`config.mk`:
```
export PLATFORM = sky130hd
export DESIGN_NAME = cyc_watchdog
export DESIGN_NICKNAME = d
export VERILOG_FILES = /design/src/rtl/wdt_pkg.sv /design/src/rtl/wdt_rise_det.sv /design/src/rtl/wdt_tick_div.sv /design/src/rtl/wdt_stage_cnt.sv /design/src/rtl/cyc_watchdog.sv
export SDC_FILE = /design/constraint.sdc
export NUM_CORES = 1
export LEC_CHECK = 0
export ABC_AREA = 1
export BUFFER_PORTS_ARGS = -buffer_cell sky130_fd_sc_hd__buf_4
export CAP_MARGIN = 5
export CORE_MARGIN = 2
export CORE_UTILIZATION = 40
export DETAILED_ROUTE_END_ITERATION = 16
export GPL_ROUTABILITY_DRIVEN = 0
export PLACE_DENSITY = 0.64
export REMOVE_ABC_BUFFERS = 1
export SLEW_MARGIN = 30
export SYNTH_ARGS = -nofsm -noshare
export SYNTH_HDL_FRONTEND = slang
export SYNTH_HIERARCHICAL = 1
export SYNTH_SLANG_ARGS = --single-unit
```
`constraint.sdc`:
```
create_clock -name clk_i -period 1.8 [get_ports clk_i]
set_input_delay 0.45 -clock clk_i [delete_from_list [all_inputs] [get_ports clk_i]]
set_output_delay 0.45 -clock clk_i [all_outputs]
set_load 0.01 [all_outputs]
```
`src/rtl/wdt_pkg.sv`:
```
package wdt_pkg;

  typedef struct packed {
    logic hold;   // stop state: force zero
    logic clear;  // instruction or remote edge
    logic tick;   // counting opportunity
  } wdt_ctl_t;

endpackage

```
`src/rtl/wdt_rise_det.sv`:
```
module wdt_rise_det (
  input  logic clk_i,
  input  logic rst_ni,
  input  logic lvl_i,
  output logic rise_o
);

  logic prev_q;

  always_ff @(posedge clk_i or negedge rst_ni) begin
    if (!rst_ni) prev_q <= 1'b0;
    else         prev_q <= lvl_i;
  end

  assign rise_o = lvl_i & ~prev_q;

endmodule

```
`src/rtl/wdt_tick_div.sv`:
```
module wdt_tick_div #(
  parameter int PRESCALE = 1
) (
  input  logic clk_i,
  input  logic rst_ni,
  input  logic en_i,
  input  logic restart_i,
  output logic tick_o
);

  localparam int DIV_W = (PRESCALE > 1) ? $clog2(PRESCALE) : 1;
  localparam logic [DIV_W-1:0] LAST = DIV_W'(PRESCALE - 1);

  logic [DIV_W-1:0] div_q;

  always_ff @(posedge clk_i or negedge rst_ni) begin
    if (!rst_ni)        div_q <= '0;
    else if (restart_i) div_q <= '0;
    else if (en_i)      div_q <= (div_q == LAST) ? '0 : div_q + 1'b1;
  end

  assign tick_o = en_i & ~restart_i & (div_q == LAST);

endmodule

```
`src/rtl/wdt_stage_cnt.sv`:
```
module wdt_stage_cnt
  import wdt_pkg::*;
#(
  parameter int CNT_W = 13
) (
  input  logic             clk_i,
  input  logic             rst_ni,
  input  wdt_ctl_t         ctl_i,
  output logic [CNT_W-1:0] cnt_o,
  output logic             ovf_o
);

  logic [CNT_W-1:0] cnt_q;
  logic             ovf_q;

  always_ff @(posedge clk_i or negedge rst_ni) begin
    if (!rst_ni) begin
      cnt_q <= '0;
      ovf_q <= 1'b0;
    end else begin
      ovf_q <= 1'b0;
      if (ctl_i.hold || ctl_i.clear) begin
        cnt_q <= '0;
      end else if (ctl_i.tick) begin
        if (&cnt_q) begin
          cnt_q <= '0;
          ovf_q <= 1'b1;
        end else begin
          cnt_q <= cnt_q + 1'b1;
        end
      end
    end
  end

  assign cnt_o = cnt_q;
  assign ovf_o = ovf_q;

endmodule

```
`src/rtl/cyc_watchdog.sv`:
```
module cyc_watchdog
  import wdt_pkg::*;
#(
  parameter int STAGES   = 14,
  parameter int PRESCALE = 1
) (
  input  logic clk_i,
  input  logic rst_ni,
  input  logic cyc_en_i,
  input  logic wdt_clr_i,
  input  logic remote_i,
  input  logic stop_i,
  output logic cpu_rst_req_o
);

  // last stage is the overflow flop itself
  localparam int CNT_W = STAGES - 1;

  logic             rise;
  logic             tick;
  logic             restart;
  logic [CNT_W-1:0] cnt_q;
  wdt_ctl_t         ctl;

  wdt_rise_det u_rise (
    .clk_i  (clk_i),
    .rst_ni (rst_ni),
    .lvl_i  (remote_i),
    .rise_o (rise)
  );

  assign restart = stop_i | wdt_clr_i | rise;

  wdt_tick_div #(.PRESCALE(PRESCALE)) u_div (
    .clk_i     (clk_i),
    .rst_ni    (rst_ni),
    .en_i      (cyc_en_i),
    .restart_i (restart),
    .tick_o    (tick)
  );

  assign ctl.hold  = stop_i;
  assign ctl.clear = wdt_clr_i | rise;
  assign ctl.tick  = tick;

  wdt_stage_cnt #(.CNT_W(CNT_W)) u_cnt (
    .clk_i  (clk_i),
    .rst_ni (rst_ni),
    .ctl_i  (ctl),
    .cnt_o  (cnt_q),
    .ovf_o  (cpu_rst_req_o)
  );

endmodule

```
==> results by group <==
Job
  • Maximum Capacitance Violations: 0

STA
  • Min cycle time layout: 1.49 ns
  • Count of final setup violators: 0
  • Slew Limit Fails: 0
  • Final hold slack: 0.285 ns
  • Actual transition at the worst max-transition pin: 0.310 ns
  • Final cycle utilization of the critical path: 82.6%
  • Slew Limit Headroom: 79.3%
  • Setup skew after layout: 0.00103 ns
  • Setup repair after global routing missed its margin: no
  • Upper clock frequency limit: 672 MHz
  • Setup TNS after final layout: 0 ns
  • Number of hold violations in the final report: 0

Detailed routing
  • Wire length after detailed routing: 1.85 mm
  • Detailed-route DRC error count: 0
  • Average via count per standard cell: 4.77
  • Residual antenna-violating net count after detailed routing: 0
  • Total via count in the routed design: 782
  • First-iteration detailed-routing DRC count: 18
  • WL per Instance: 11.3 um
  • Number of iterations in the first detailed-routing pass: 4

Synth
  • Biggest area contributors in the synthesized netlist: sky130_fd_sc_hd__dfrtp_1, sky130_fd_sc_hd__nand2_1, sky130_fd_sc_hd__inv_1
  • Most used flip-flop cell after synthesis: sky130_fd_sc_hd__dfrtp_1
  • Portion of synthesized cell area occupied by the leading cell type: 42.1%
  • Number of warnings printed during yosys synthesis: 6
  • Cell area after synthesis: 891 um2
  • Proportion of synthesized flip-flops having asynchronous set or reset: 100%
  • Leading cell type by number of instances after synthesis: sky130_fd_sc_hd__nand2_1
  • Syn Area/Cell: 7.24 um2
  • Share of synthesized area occupied by flip-flops and latches: 42.1%
  • Synth Register Bits: 15
  • Post-synthesis instance total: 123
  • Cell accounting for the most synthesized area: sky130_fd_sc_hd__dfrtp_1
  • Cell variety after synth: 16
  • Post-synth EDFFs: 0
  • Post-synth top cells: sky130_fd_sc_hd__nand2_1, sky130_fd_sc_hd__inv_1, sky130_fd_sc_hd__nor2_1, sky130_fd_sc_hd__dfrtp_1, sky130_fd_sc_hd__nand4_1

Clock network
  • CTS Root Buffer Type: sky130_fd_sc_hd__clkbuf_4
  • Number of buffers inserted for hold repair after clock tree synthesis: 0
  • Clock Tree Buf Depth: 2
  • Number of buffers inserted during clock tree synthesis: 3
  • H-tree Lvls: 1
  • TritonCTS clock tree: yes
  • Clk_lat worst skew: 0.28 ns
  • Post_cts resized: 0
  • Clock sink count: 15
  • Worst-path clk slew: 0.09 ns
  • Number of setup buffers added after CTS: 0

Global route
  • Overall global routing resource usage: 16.3%
  • Overall overflow remaining after global route: 0
  • Wire length of the first global-routing pass: 3.19 mm
  • Pin count of the biggest net entering global routing: 16
  • Initial antenna violation count: 0
  • Vias in the first global route: 718

Critical path
  • Kind of end point of the critical path: register
  • Startpoint type of the worst setup path: register
  • Required time of the worst setup path: 1.97 ns
  • Critical path peak fanout: 7
  • Classification of the worst setup path: reg -> reg
  • CP arrival: 1.66 ns

Pwr
  • Pwr Density: 562 mW/mm2
  • Internal power component: 440 uW
  • Sequential fraction of design power: 59.0%
  • Clock share of power: 33.4%
  • Sw power: 134 uW
  • Share of total power consumed by net switching: 23.3%
  • VDD IR-drop max: 460 uV
  • Total power of the final layout: 574 uW
  • Share of power burned in combinational logic: 7.6%
  • Static Leakage: 0.000453 uW

Die
  • Horizontal die dimension: 51.2 um
  • Area of the die: 0.00262 mm2
  • Placeable core region: 0.00215 mm2
  • Die outline height: 51.2 um
  • Boundary pin count: 7
  • Effective utilization at floorplan: 41.5%
  • Number of standard-cell rows in the floorplan: 17

Layout
  • Total number of nets in the final design: 144
  • Synthesis-to-finish area growth: 14.7%
  • Fraction of final layout cells with drive strength greater than 1: 17.6%
  • Total inserted antenna cells: 0

Run status
  • Run status: complete, no violations

Placement
  • Count of input and output buffers: 6
  • Half-perimeter wire length after detailed placement: 1.39 mm

Worst hold path
  • Path type of the worst min-delay path: in -> reg
==> through the flow <==
step / util [%] / area (um2) / setup slack (ns) / cells
after detailed placement: 45.9 / 986 / 0.113 / 159
after CTS: 47.1 / 1010 / 0.294 / 163
after floorplan: - / 891 / 0.298 / 123
final: 47.6 / 1020 / 0.313 / 164
after global routing: 47.6 / 1020 / 0.160 / 164
after global placement: 45.9 / 986 / 0.203 / 159
==> power groups by stage <==
| stage | logic [uW] | registers, uW | clock network, uW |
|---|---|---|---|
| CTS | 42.5 | 339 | 200 |
| finish | 43.8 | 339 | 192 |
| global placement | 41.2 | 346 | 0 |
| detailed placement | 42.6 | 346 | 0 |
| floorplan | 18.0 | 346 | 0 |
| global route | 49.4 | 339 | 224 |
==> path summary, 6_finish.rpt <==
kind                                             from                    endpoint  slack [ns]  cells past startpoint
max reg2reg                u_cnt/cnt_o[0]$_DFFE_PN0P_  u_cnt/cnt_o[3]$_DFFE_PN0P_        0.31                      8
min in group asynchronous                      rst_ni  u_cnt/cnt_o[5]$_DFFE_PN0P_        0.56                      2
max in group asynchronous                      rst_ni  u_cnt/cnt_o[0]$_DFFE_PN0P_        1.07                      2
min reg2reg                u_cnt/cnt_o[9]$_DFFE_PN0P_  u_cnt/cnt_o[9]$_DFFE_PN0P_        0.52                      2
max                        u_cnt/cnt_o[0]$_DFFE_PN0P_  u_cnt/cnt_o[3]$_DFFE_PN0P_        0.31                      8
min                                          remote_i     u_rise/prev_q$_DFF_PN0_        0.28                      1
==> cells in the final DEF, fill, tap and decap left out, types with 2 or more instances in the layout <==
cell,netlist,routed
sky130_fd_sc_hd__nand2_2,3,3
sky130_fd_sc_hd__clkbuf_4,0,3
sky130_fd_sc_hd__nand2_1,39,39
sky130_fd_sc_hd__nor2_4,3,3
sky130_fd_sc_hd__nand3_1,5,5
sky130_fd_sc_hd__nor2_2,5,5
sky130_fd_sc_hd__nor3_1,2,2
sky130_fd_sc_hd__buf_4,0,8
sky130_fd_sc_hd__inv_1,16,16
sky130_fd_sc_hd__o21ai_0,4,4
sky130_fd_sc_hd__nor2_1,16,16
sky130_fd_sc_hd__dfrtp_1,15,15
sky130_fd_sc_hd__nand4_1,9,9
sky130_fd_sc_hd__xor2_1,2,2
==> worst max-delay path: stages (launching register included) <==
cell and delay [ns]:
sky130_fd_sc_hd__dfrtp_1 0.39, sky130_fd_sc_hd__ha_1 0.24, sky130_fd_sc_hd__nand2_2 0.09, sky130_fd_sc_hd__nor2_4 0.18
sky130_fd_sc_hd__nand3_2 0.13, sky130_fd_sc_hd__nor2_2 0.11, sky130_fd_sc_hd__nand2_1 0.07, sky130_fd_sc_hd__nand2_2 0.12
sky130_fd_sc_hd__nor2_1 0.06
==> cells by family (layout without fill, tap and decap cells) <==
logic type               Yosys count  count (layout)  share of synthesized area, %
AND/OR/NAND/NOR                   84              84                          44.7
flip-flops                        15              15                          42.1
buffers and inverters             16              29                          6.74
adder cells (fa/ha/maj)            1               1                          1.40
XOR/XNOR                           2               2                          1.97
AO/OA/AOI/OAI                      5               5                          3.09
==> state kept, by name, summed over array words and instances (netlist names) <==
signal         count
u_cnt/ovf_o        1
u_rise/prev_q      1
u_cnt/cnt_o       13
==> routing by layer <==
layer / track usage, % / wire [um]
met5: 0 / 0
met3: 2.92 / 55
met4: 6.76 / 12
met2: 25.8 / 847
met1: 22.0 / 934
==> layout make-up <==
type	instances	area [um2]
timing repair buffer	9	70.1
tap	28	35.0
clock buffer	4	26.3
multi-input combinational	92	455
fill	207	1130
sequential	15	375
inverter	16	60.1
(Power assumes the default switching activity.)
